===== config.mk =====
export PLATFORM = sky130hd
export DESIGN_NAME = pkg_auto_sleep
export DESIGN_NICKNAME = d
export VERILOG_FILES = /design/src/rtl/auto_sleep_pkg.sv /design/src/rtl/all_halt_detect.sv /design/src/rtl/dwell_counter.sv /design/src/rtl/sleep_seq.sv /design/src/rtl/pkg_auto_sleep.sv
export SDC_FILE = /design/constraint.sdc
export NUM_CORES = 1
export LEC_CHECK = 0
export BUFFER_PORTS_ARGS = -buffer_cell sky130_fd_sc_hd__buf_2
export CAP_MARGIN = 20
export CELL_PAD_IN_SITES_DETAIL_PLACEMENT = 0
export CELL_PAD_IN_SITES_GLOBAL_PLACEMENT = 1
export CORE_MARGIN = 2
export CORE_UTILIZATION = 34
export CTS_BUF_LIST = sky130_fd_sc_hd__clkbuf_8 sky130_fd_sc_hd__clkbuf_16
export DETAILED_ROUTE_END_ITERATION = 7
export PLACE_DENSITY = 0.79
export SLEW_MARGIN = 15
export SYNTH_ARGS = -nofsm -noshare
export SYNTH_HDL_FRONTEND = slang
export SYNTH_SLANG_ARGS = --single-unit

===== constraint.sdc =====
create_clock -name clk -period 1.65 [get_ports clk]
set_input_delay 0.4125 -clock clk [delete_from_list [all_inputs] [get_ports clk]]
set_output_delay 0.4125 -clock clk [all_outputs]
set_load 0.03 [all_outputs]

===== src/rtl/auto_sleep_pkg.sv =====
`timescale 1ns/1ps
package auto_sleep_pkg;
   typedef enum logic [1:0] {
      PS_RUN   = 2'b00,
      PS_QUAL  = 2'b01,
      PS_SLEEP = 2'b10
   } pkg_state_e;
endpackage


===== src/rtl/all_halt_detect.sv =====
`timescale 1ns/1ps
module all_halt_detect #(
   parameter int NUM_CORES   = 4,
   parameter bit TREE_REDUCE = 1'b1
) (
   input  logic [NUM_CORES-1:0] core_halted,
   output logic                 all_halted
);
   localparam int LVL = (NUM_CORES > 1) ? $clog2(NUM_CORES) : 0;
   localparam int PAD = 1 << LVL;

   generate
      if (NUM_CORES < 1) begin : g_bad_cores
         $error("all_halt_detect: NUM_CORES must be at least 1");
      end

      if (TREE_REDUCE) begin : g_tree
         for (genvar lv = 0; lv <= LVL; lv++) begin : g_lvl
            logic [(PAD >> lv)-1:0] v;
            if (lv == 0) begin : g_leaf
               for (genvar i = 0; i < PAD; i++) begin : g_pad
                  if (i < NUM_CORES) begin : g_real
                     assign v[i] = core_halted[i];
                  end else begin : g_fill
                     assign v[i] = 1'b1;
                  end
               end
            end else begin : g_node
               for (genvar j = 0; j < (PAD >> lv); j++) begin : g_and
                  assign v[j] = g_lvl[lv-1].v[2*j] & g_lvl[lv-1].v[2*j+1];
               end
            end
         end
         assign all_halted = g_lvl[LVL].v[0];
      end else begin : g_flat
         assign all_halted = &core_halted;
      end
   endgenerate
endmodule


===== src/rtl/dwell_counter.sv =====
`timescale 1ns/1ps
module dwell_counter #(
   parameter int CNT_W = 8
) (
   input  logic             clk,
   input  logic             rst_n,
   input  logic             clear,
   input  logic             advance,
   input  logic [CNT_W-1:0] dwell_cycles,
   output logic             reached
);
   localparam logic [CNT_W-1:0] ONE = CNT_W'(1);
   localparam logic [CNT_W-1:0] MAX = {CNT_W{1'b1}};

   logic [CNT_W-1:0] streak;
   logic [CNT_W-1:0] target;

   generate
      if (CNT_W < 1) begin : g_bad_width
         $error("dwell_counter: CNT_W must be at least 1");
      end
   endgenerate

   always_comb begin
      target  = (dwell_cycles == '0) ? ONE : dwell_cycles;
      reached = (streak >= (target - ONE));
   end

   always_ff @(posedge clk or negedge rst_n) begin
      if (!rst_n) begin
         streak <= '0;
      end else if (clear) begin
         streak <= '0;
      end else if (advance && (streak != MAX)) begin
         streak <= streak + ONE;
      end
   end
endmodule


===== src/rtl/sleep_seq.sv =====
`timescale 1ns/1ps
module sleep_seq
   import auto_sleep_pkg::*;
(
   input  logic       clk,
   input  logic       rst_n,
   input  logic       all_halted,
   input  logic       auto_en,
   input  logic       wake_evt,
   input  logic       reached,
   output logic       cnt_clear,
   output logic       cnt_advance,
   output pkg_state_e state
);
   pkg_state_e state_nx;
   logic       qualify;

   always_comb begin
      qualify     = auto_en & all_halted & ~wake_evt;
      cnt_advance = qualify & (state != PS_SLEEP);
      cnt_clear   = ~qualify | (state == PS_SLEEP);
      state_nx    = state;
      unique case (state)
         PS_RUN, PS_QUAL: begin
            if (!qualify)     state_nx = PS_RUN;
            else if (reached) state_nx = PS_SLEEP;
            else              state_nx = PS_QUAL;
         end
         PS_SLEEP: begin
            if (!qualify)     state_nx = PS_RUN;
         end
         default:             state_nx = PS_RUN;
      endcase
   end

   always_ff @(posedge clk or negedge rst_n) begin
      if (!rst_n) state <= PS_RUN;
      else        state <= state_nx;
   end
endmodule


===== src/rtl/pkg_auto_sleep.sv =====
`timescale 1ns/1ps
module pkg_auto_sleep
   import auto_sleep_pkg::*;
#(
   parameter int NUM_CORES   = 4,
   parameter int CNT_W       = 8,
   parameter bit TREE_REDUCE = 1'b1
) (
   input  logic                 clk,
   input  logic                 rst_n,
   input  logic [NUM_CORES-1:0] core_halted,
   input  logic                 auto_en,
   input  logic                 wake_evt,
   input  logic [CNT_W-1:0]     dwell_cycles,
   output logic                 clk_off_req,
   output logic [1:0]           pkg_state
);
   logic       all_halted;
   logic       reached;
   logic       cnt_clear;
   logic       cnt_advance;
   pkg_state_e state;

   all_halt_detect #(
      .NUM_CORES  (NUM_CORES),
      .TREE_REDUCE(TREE_REDUCE)
   ) halt_i (
      .core_halted(core_halted),
      .all_halted (all_halted)
   );

   dwell_counter #(
      .CNT_W(CNT_W)
   ) cnt_i (
      .clk         (clk),
      .rst_n       (rst_n),
      .clear       (cnt_clear),
      .advance     (cnt_advance),
      .dwell_cycles(dwell_cycles),
      .reached     (reached)
   );

   sleep_seq seq_i (
      .clk        (clk),
      .rst_n      (rst_n),
      .all_halted (all_halted),
      .auto_en    (auto_en),
      .wake_evt   (wake_evt),
      .reached    (reached),
      .cnt_clear  (cnt_clear),
      .cnt_advance(cnt_advance),
      .state      (state)
   );

   assign clk_off_req = (state == PS_SLEEP);
   assign pkg_state   = state;
endmodule


==> qor.csv, run 1 <==
metric;value;unit
cells along the critical path;buf_6 > or4_4 > nor3_4 > a21oi_2 > ha_4 > xnor2_2 > ha_1 > o21a_1 > nor2_1 > nor3_2 > o31a_1;
Hold Crit Class;in -> async;
I/O pins;19;
Final min period;2400;ps
Die ar.;2690;um2
# clock sinks;10;
clk_lat worst skew;240;ps
row cnt;17;
Max Cap Viol;0;
max-slew violation count;0;
Critical Path Start Type;input pin;
Finished Cell Area;1160;um2
DR pass1 iterations;4;
hold slack;25.8;ps
initial antenna violation count;0;
Post-Layout Cell Count;147;
clk buf depth;2;
slowest CP cell;or4_4;
Syn Area/Cell;9.05;um2
Setup WS pre-CTS;-1020;ps
largest net degree at the start of global routing;11;
post-route ant nets;0;
Total Wirelength;1.91;mm
CP endpoint kind;register;
critical path class;in -> reg;
count of cell types in the netlist;30;
TritonCTS Buffers;3;
Final Wtd Congestion;0.769;
Via density;5.23;
Slew @ Worst Pin;340;ps
GRT Util Overall;15.4;%
area grow syn2layout;48.6;%
nets@finish;146;
H-Tree Depth;1;
grt total ovfl;0;
crit share post-route;145;%
RSZ-0062 raised after global routing;yes;
CP arrival;2510;ps
first-pass GRT wire length;3.08;mm
share of cells above drive strength 1;41.2;%
Tot Pwr;0.668;mW
Max Clk Rate;417;MHz
DRC violations left;0;
Worst Path Required;1770;ps
peak per-stage delay on the critical path;570;ps
Final WS setup;-746;ps
Die Wd;51.8;um
Power Density;578;nW/um2
DP HPWL;1.44;mm
status;finished with violations;
port buffer count;18;
sequential area share after synthesis;32.2;%
Syn Nets;112;
Final Hold Fails;0;
via count;769;
clock-pin slew on the worst setup and hold paths;50;ps
Die Height;51.8;um
flops & latches, synth;10;
Fin Clk Skew;7.81;ps
Max transition margin;77.2;%
initial DRC count;2;
post-DR wirelength/cell;13.0;um
CTS tree;yes;
Post-Synthesis Cell Area;778;um2
Root Buffer;clkbuf_8;
Warnings, synthesis;0;
gate count after technology mapping;86;
failing checks;setup timing;
final setup violation count;2;
placed cell areas;1020;um2
diode count;0;
core area;2190;um2
Leak Pwr;0.485;nW
CP Max Fanout;3;
Core Util, Final;52.8;%
number of global-route vias before repair;730;
Peak VDD IR;0.495;mV
cell count after placement;142;
setup TNS;-1420;ps
initial core utilization;35.5;%
layer usage:
layer,vias up,wire length (um),global-route usage [%]
li1,394,-,-
met3,2,78,4.31
met5,-,0,0
met2,18,963,26.8
met1,355,848,18.6
met4,0,14,3.95
sequential cells by signal, summed over array words and instances, names as in the netlist:
name / count
cnt_i.streak: 8
seq_i.state: 2
where the power goes:
group	switching (mW)	internal (mW)
Sequential	0.000325	0.246
Clock	0.0947	0.210
Combinational	0.0541	0.0633
path summary, 6_finish.rpt:
path / startpoint / endpoint / slack [ps] / cells past startpoint
min reg2reg: seq_i.state[1] / seq_i.state[1] / 580 / 1
min in group clk: auto_en / seq_i.state[1] / 580 / 4
min: rst_n / cnt_i.streak[3] / 30 / 1
max: dwell_cycles[6] / seq_i.state[1] / -750 / 11
max in group asynchronous: rst_n / cnt_i.streak[1] / 1410 / 1
max reg2reg: cnt_i.streak[0] / seq_i.state[1] / -70 / 6
cells in the final DEF, fill, tap and decap left out, types with 3 or more instances in the layout:
cell type and n:
nor2_1 7, clkbuf_8 4, nand4_1 4, inv_1 3
nor3_1 6, o21ai_0 3, buf_2 17, dfrtp_1 9
a211oi_1 3, xnor2_1 4, nand2_1 3, a21oi_1 3
ha_1 7, buf_4 12
logic make-up (layout without fill, tap and decap cells):
| kind of cell | count (synthesis) | after routing | share of synthesized area [%] |
|---|---|---|---|
| and+or+nand+nor | 35 | 35 | 24.3 |
| AOI/OAI and AO/OA | 20 | 20 | 17.7 |
| adders and majority gates | 10 | 10 | 16.1 |
| DFF | 10 | 10 | 32.2 |
| xor gates and xnor gates | 7 | 7 | 7.88 |
| buffers and inverters | 4 | 37 | 1.93 |
timing repair:
| item | 4_1_cts | 5_1_grt |
|---|---|---|
| gates cloned | 0 | 0 |
| hold buffers | 0 | 0 |
| setup buffers | 0 | 1 |
| setup endpoints to repair | 2 | 7 |
| pin swaps | 2 | 0 |
| gates resized for setup | 8 | 5 |
critical path: cells and delay by family:
kind	cells	cell delay, ps
fa+ha+maj	2	460
buf+inv	1	90
simple gates	4	890
xor+xnor	1	130
compound gates	3	530
cells in the mapped netlist, drive strengths merged:
cell type,n,share of area [%]
xor2,2,2.3
or4,1,1.4
nand4,4,3.2
o2111ai,1,1.1
nand3,2,1.3
a21oi,4,2.6
nor4,1,0.80
and2,1,0.80
and3,1,0.80
nor3,8,5.1
a211oi,4,3.9
a31oi,1,0.80
xnor2,5,5.6
inv,3,1.4
o31a,1,1.1
ha,10,16
o31ai,1,1.6
nor3b,2,1.9
a2111oi,1,1.1
o21a,1,0.96
nor2b,1,0.80
o211ai,1,0.96
nand2b,3,2.4
nand2,3,1.4
or3,1,0.80
o21ai,4,2.6
clkbuf,1,0.48
dfrtp,10,32
o21bai,1,0.96
nor2,7,3.4
layout make-up:
type                       count  area [um2]
timing repair buffer          30         186
multi-input combinational     72         617
clock buffer                   4        55.1
fill                         227        1030
inverter                       3        11.3
sequential                    10         251
tap                           28        35.0
Note: power is estimated with default switching activity, not from simulation.
==> run 2: changes to the inputs <==
CELL_PAD_IN_SITES_DETAIL_PLACEMENT = unset   (was 0)
CELL_PAD_IN_SITES_GLOBAL_PLACEMENT = unset   (was 1)
CORE_UTILIZATION = 46   (was 34)
HOLD_SLACK_MARGIN = 0.1   (was unset)
PLACE_DENSITY = 0.8   (was 0.79)
==> qor.csv, run 2 (synthesized netlist as in run 1, its figures left out) <==
metric;value;unit;change
area grow syn2layout;49.7;%;
number of global-route vias before repair;808;;+11%
Final Wtd Congestion;0.765;;-0.44%
FF-to-FF path depth;6;;unchanged
nets@finish;149;;+2.1%
RSZ-0062 raised after global routing;yes;;
most frequent cells in the layout;16 x buf_2, 14 x buf_4, 10 x dfrtp_1;;
largest registers;cnt_i.streak: 8 flops, seq_i.state: 2 flops;;
H-Tree Depth;1;;unchanged
Max Cap Viol;0;;unchanged
cells along the critical path;buf_6 > or4_4 > nor3_4 > a21oi_2 > ha_2 > nand2b_4 > nor4_2 > xnor2_1 > ha_1 > o21ai_1 > o21bai_1 > o31a_1;;
DR pass1 iterations;4;;unchanged
largest net degree at the start of global routing;11;;unchanged
slowest CP cell;or4_4;;
Final WS setup;-811;ps;-65.5 ps
DRC violations left;0;;unchanged
Worst path top cell family by delay;simple AND/OR/NAND/NOR gates;;
post-route ant nets;0;;unchanged
Final Hold Fails;0;;unchanged
initial DRC count;27;;+25
largest register by flop count;cnt_i.streak;;
CP endpoint kind;register;;
DP HPWL;1.57;mm;+9.1%
post-DR wirelength/cell;15.6;um;+21%
# clock sinks;10;;unchanged
CTS tree;yes;;
hold slack;562;ps;+536 ps
Flop pwr share;36.6;%;-0.3 points
Internal;0.521;mW;+0.31%
initial core utilization;50.5;%;+15 points
max-slew violation count;0;;unchanged
Max Clk Rate;406;MHz;-2.7%
final setup violation count;2;;unchanged
Critical Path Start Type;input pin;;
clock power share;45.3;%;-0.2 points
Slew @ Worst Pin;319;ps;-20.2 ps
Hold Crit Class;in -> async;;
grt total ovfl;0;;unchanged
max FFs per register;8;;unchanged
placed cell areas;1000;um2;-1.5%
CP Max Fanout;3;;unchanged
reg-to-reg endpoint;seq_i.state[1];;
peak per-stage delay on the critical path;560;ps;about the same
Peak VDD IR;0.585;mV;+18%
combinational power share;18.0;%;+0.4 points
via count;832;;+8.2%
crit share post-route;149;%;+4.0 points
Max transition margin;78.5;%;+1.4 points
port buffer count;18;;unchanged
status;finished with violations;;
first-pass GRT wire length;3.31;mm;+7.2%
Via density;6.03;;+15%
NetSw;0.152;mW;+2.1%
Worst Path Required;1770;ps;about the same
row cnt;14;;-3
count of buffer and inverter cells on the critical path;1;;unchanged
clk buf depth;2;;unchanged
switch share;22.6;%;+0.31 points
core area;1540;um2;-30%
I/O pins;19;;unchanged
share of cells above drive strength 1;43.4;%;+2.3 points
Finished Cell Area;1160;um2;+0.76%
Die Wd;45.1;um;-13%
TritonCTS Buffers;3;;unchanged
Root Buffer;clkbuf_8;;
Final min period;2460;ps;+65.5 ps
initial antenna violation count;0;;unchanged
Fin Clk Skew;4.71;ps;-3.10 ps
clk_lat worst skew;240;ps;about the same
GRT Util Overall;23.2;%;+7.7 points
Die ar.;2040;um2;-24%
Total Wirelength;2.16;mm;+13%
CP arrival;2580;ps;+70 ps
clock-pin slew on the worst setup and hold paths;50;ps;about the same
failing checks;setup timing;;
Reg2Reg Setup Slack;0;ps;+70 ps
Die Height;45.1;um;-13%
critical path class;in -> reg;;
Leak Pwr;0.502;nW;+3.6%
Power Density;578;nW/um2;about the same
fill cell count;112;;-51%
commonest non-fill, non-tap cell in the layout;buf_2;;
R2R Path Start;cnt_i.streak[0];;
diode count;0;;unchanged
==> run 2: cell type report <==
class	count	area, um2	share of cell area [%]
well taps	16	20.0	1.72
inverters	3	11.3	0.967
clock buffers	4	55.1	4.73
repair buffers	33	218	18.7
flip-flops and latches	10	250	21.5
multi-input cells	72	611	52.4
==> run 2: what timing repair did <==
item | in CTS | in global routing
hold endpoints to repair | 10 | 0
gates resized for setup | 9 | 6
buffers inserted | 1 | 2
pin swaps | 9 | 6
endpoints found under the setup margin | 2 | 5
hold buffers | 1 | 0
==> run 2: metrics by stage <==
stage	cells	setup slack, ps	util [%]	total power, mW	TNS [ps]
after floorplan	86	-800	-	0.296	-1480
after global placement	130	-976	64.9	0.343	-1860
after detailed placement	130	-1060	64.9	0.347	-2010
after CTS	136	-788	72.8	0.670	-1480
after global routing	138	-904	75.6	0.706	-1730
final	138	-811	75.6	0.673	-1550
==> run 2: metal layers <==
layer / share of wire (%) / vias to the layer above / GRT usage, % / wire length [um]
li1: - / 400 / - / -
met1: 38 / 386 / 24.1 / 812
met2: 53 / 34 / 43.1 / 1150
met3: 5.3 / 12 / 5.20 / 114
met4: 3.7 / 0 / 11.2 / 80
met5: 0 / - / 0 / 0
==> run 2: worst reg2reg max path, delay by kind of cell (launching register included) <==
kind | cells | cell delay [ps]
compound gates | 2 | 600
flops | 1 | 340
fa+ha+maj | 1 | 280
simple gates | 2 | 260
buf+inv | 1 | 60
==> run 2: power by group through the flow <==
stage | clock [mW] | sequential, mW | combinational (mW)
finish | 0.305 | 0.247 | 0.121
global route | 0.327 | 0.246 | 0.132
CTS | 0.310 | 0.247 | 0.113
detailed placement | 0 | 0.251 | 0.0969
global placement | 0 | 0.250 | 0.0924
floorplan | 0 | 0.251 | 0.0449
==> run 2: worst max-delay path by stage <==
stage	from	to	slack (ps)	depth (start not counted)
detailed placement	dwell_cycles[6]	seq_i.state[1]	-1060	12
CTS	dwell_cycles[6]	seq_i.state[1]	-790	12
global route	dwell_cycles[6]	seq_i.state[1]	-900	12
floorplan	dwell_cycles[6]	seq_i.state[1]	-800	8
global placement	dwell_cycles[6]	seq_i.state[1]	-980	9
finish	dwell_cycles[6]	seq_i.state[1]	-810	12
==> run 3: changes to the inputs <==
CORE_UTILIZATION = 51   (was 46)
PLACE_DENSITY = 0.84   (was 0.8)
clock period = 2.37 ns   (was 1.65 ns; I/O delays follow)
==> qor.csv, run 3 (synthesized netlist as in run 1, its figures left out) <==
metric;value;unit;change
slowest CP cell;or4_4;;
first-pass GRT wire length;3.29;mm;-0.42%
Final Wtd Congestion;0.825;;+7.8%
clock-pin slew on the worst setup and hold paths;50;ps;about the same
area grow syn2layout;43.9;%;
Die Height;43.1;um;-4.6%
initial antenna violation count;0;;unchanged
Worst Path Required;2490;ps;+720 ps
reg-to-reg endpoint;seq_i.state[1];;
FF-to-FF path depth;6;;unchanged
clk_lat worst skew;240;ps;about the same
hold slack;207;ps;-355 ps
R2R Path Start;cnt_i.streak[0];;
number of global-route vias before repair;788;;-2.5%
Die ar.;1850;um2;-8.9%
DRC violations left;0;;unchanged
DR pass1 iterations;4;;unchanged
Slew @ Worst Pin;288;ps;-31.1 ps
Reg2Reg Setup Slack;580;ps;+580 ps
Leak Pwr;0.480;nW;-4.5%
TritonCTS Buffers;3;;unchanged
# clock sinks;10;;unchanged
Setup WS pre-CTS;-541;ps;+515 ps
row cnt;14;;unchanged
Post-CTS Hold Buffers;0;;-1
CP arrival;2790;ps;+210 ps
Final Hold Fails;0;;unchanged
max FFs per register;8;;unchanged
Max Cap Viol;0;;unchanged
Die Wd;43.1;um;-4.6%
cells along the critical path;buf_6 > or4_4 > nor3_4 > a21oi_4 > ha_4 > nand2b_4 > nor2_1 > xnor2_1 > ha_1 > a211oi_2 > o21bai_1 > o31a_1;;
peak per-stage delay on the critical path;560;ps;about the same
Via density;6.02;;-0.23%
Critical Path Start Type;input pin;;
count of buffer and inverter cells on the critical path;1;;unchanged
Root Buffer;clkbuf_8;;
grt total ovfl;0;;unchanged
via count;788;;-5.3%
Worst path top cell family by delay;simple AND/OR/NAND/NOR gates;;
CTS tree;yes;;
Seq. cell area;250;um2;unchanged
largest net degree at the start of global routing;11;;unchanged
Max transition margin;80.6;%;+2.1 points
commonest non-fill, non-tap cell in the layout;buf_2;;
fill cell count;98;;-13%
post-route ant nets;0;;unchanged
largest register by flop count;cnt_i.streak;;
Post-Layout Cell Count;131;;-5.1%
crit share post-route;113;%;
Total Wirelength;2.08;mm;-3.7%
area of the multi-input gates;627;um2;+2.7%
Hold Crit Class;in -> async;;
DP HPWL;1.49;mm;-5.3%
Max Clk Rate;375;MHz;
CP endpoint kind;register;;
most frequent cells in the layout;17 x buf_2, 10 x dfrtp_1, 8 x ha_1, 8 x buf_4;;
initial DRC count;23;;-15%
I/O pins;19;;unchanged
Final min period;2670;ps;
largest registers;cnt_i.streak: 8 flops, seq_i.state: 2 flops;;
cell count after placement;126;;-3.1%
status;finished with violations;;
diode count;0;;unchanged
RSZ-0062 raised after global routing;yes;;
Final WS setup;-299;ps;+512 ps
H-Tree Depth;1;;unchanged
GRT Util Overall;24.0;%;+0.81 points
port buffer count;18;;unchanged
share of cells above drive strength 1;38.3;%;-5.2 points
failing checks;setup timing;;
Fin Clk Skew;7.09;ps;+2.38 ps
Tot Pwr;0.470;mW;-30%
post-DR wirelength/cell;15.9;um;+1.5%
core area;1470;um2;-4.5%
Peak VDD IR;0.615;mV;+5.3%
final setup violation count;2;;unchanged
critical path class;in -> reg;;
max-slew violation count;0;;unchanged
nets@finish;142;;-4.7%
Power Density;420;nW/um2;-27%
CP Max Fanout;3;;unchanged
initial core utilization;52.9;%;+2.4 points
clk buf depth;2;;unchanged
-- run 3: worst reg2reg max path: cells and delay by family (launching register included) --
kind                       cells  cell delay, ps
buffers and inverters          1             110
and+or+nand+nor                2             270
adders and majority gates      1             290
DFF                            1             410
AOI/OAI and AO/OA              2             600
-- run 3: worst max-delay path by stage --
stage,cells after the start,end,slack (ps),from
after global placement,9,seq_i.state[1],-440,dwell_cycles[6]
after floorplan,8,seq_i.state[1],-260,dwell_cycles[6]
after detailed placement,9,seq_i.state[1],-540,dwell_cycles[6]
final,12,seq_i.state[1],-300,dwell_cycles[6]
after CTS,11,seq_i.state[1],-230,dwell_cycles[6]
after global routing,12,seq_i.state[1],-360,dwell_cycles[6]
-- run 3: layout make-up --
class | instances | area share [%]
clock buffers | 4 | 4.92
flip-flops and latches | 10 | 22.3
inverters | 3 | 1.01
well taps | 16 | 1.79
repair buffers | 26 | 14.0
multi-input cells | 72 | 56.0
-- run 3: metrics by stage --
step	instance area (um2)	util, %	setup TNS [ps]
after floorplan	810	-	-401
after global placement	968	65.8	-788
after detailed placement	968	65.8	-1020
after CTS	1070	72.6	-417
after global routing	1120	76.1	-693
final	1120	76.1	-529
-- run 3: routing by layer --
layer | GRT usage, % | wire length [um] | vias to the layer above
met2 | 43.3 | 1060 | 26
met3 | 7.66 | 101 | 4
li1 | - | - | 388
met4 | 3.64 | 33 | 0
met1 | 28.1 | 883 | 370
met5 | 0 | 0 | -
-- run 3: power by group --
group | leakage, nW | internal (mW) | total, mW | switching, mW
clock | 0.0288 | 0.146 | 0.213 | 0.0667
combinational | 0.311 | 0.0452 | 0.0856 | 0.0403
sequential | 0.140 | 0.172 | 0.172 | 0.000365
-- run 3: repair_timing --
item | in CTS | in global routing
buffers inserted | 0 | 1
endpoints found under the hold margin | 0 | 0
gates resized for setup | 7 | 7
gates cloned | 0 | 0
pin swaps | 2 | 2
setup endpoints to repair | 2 | 2
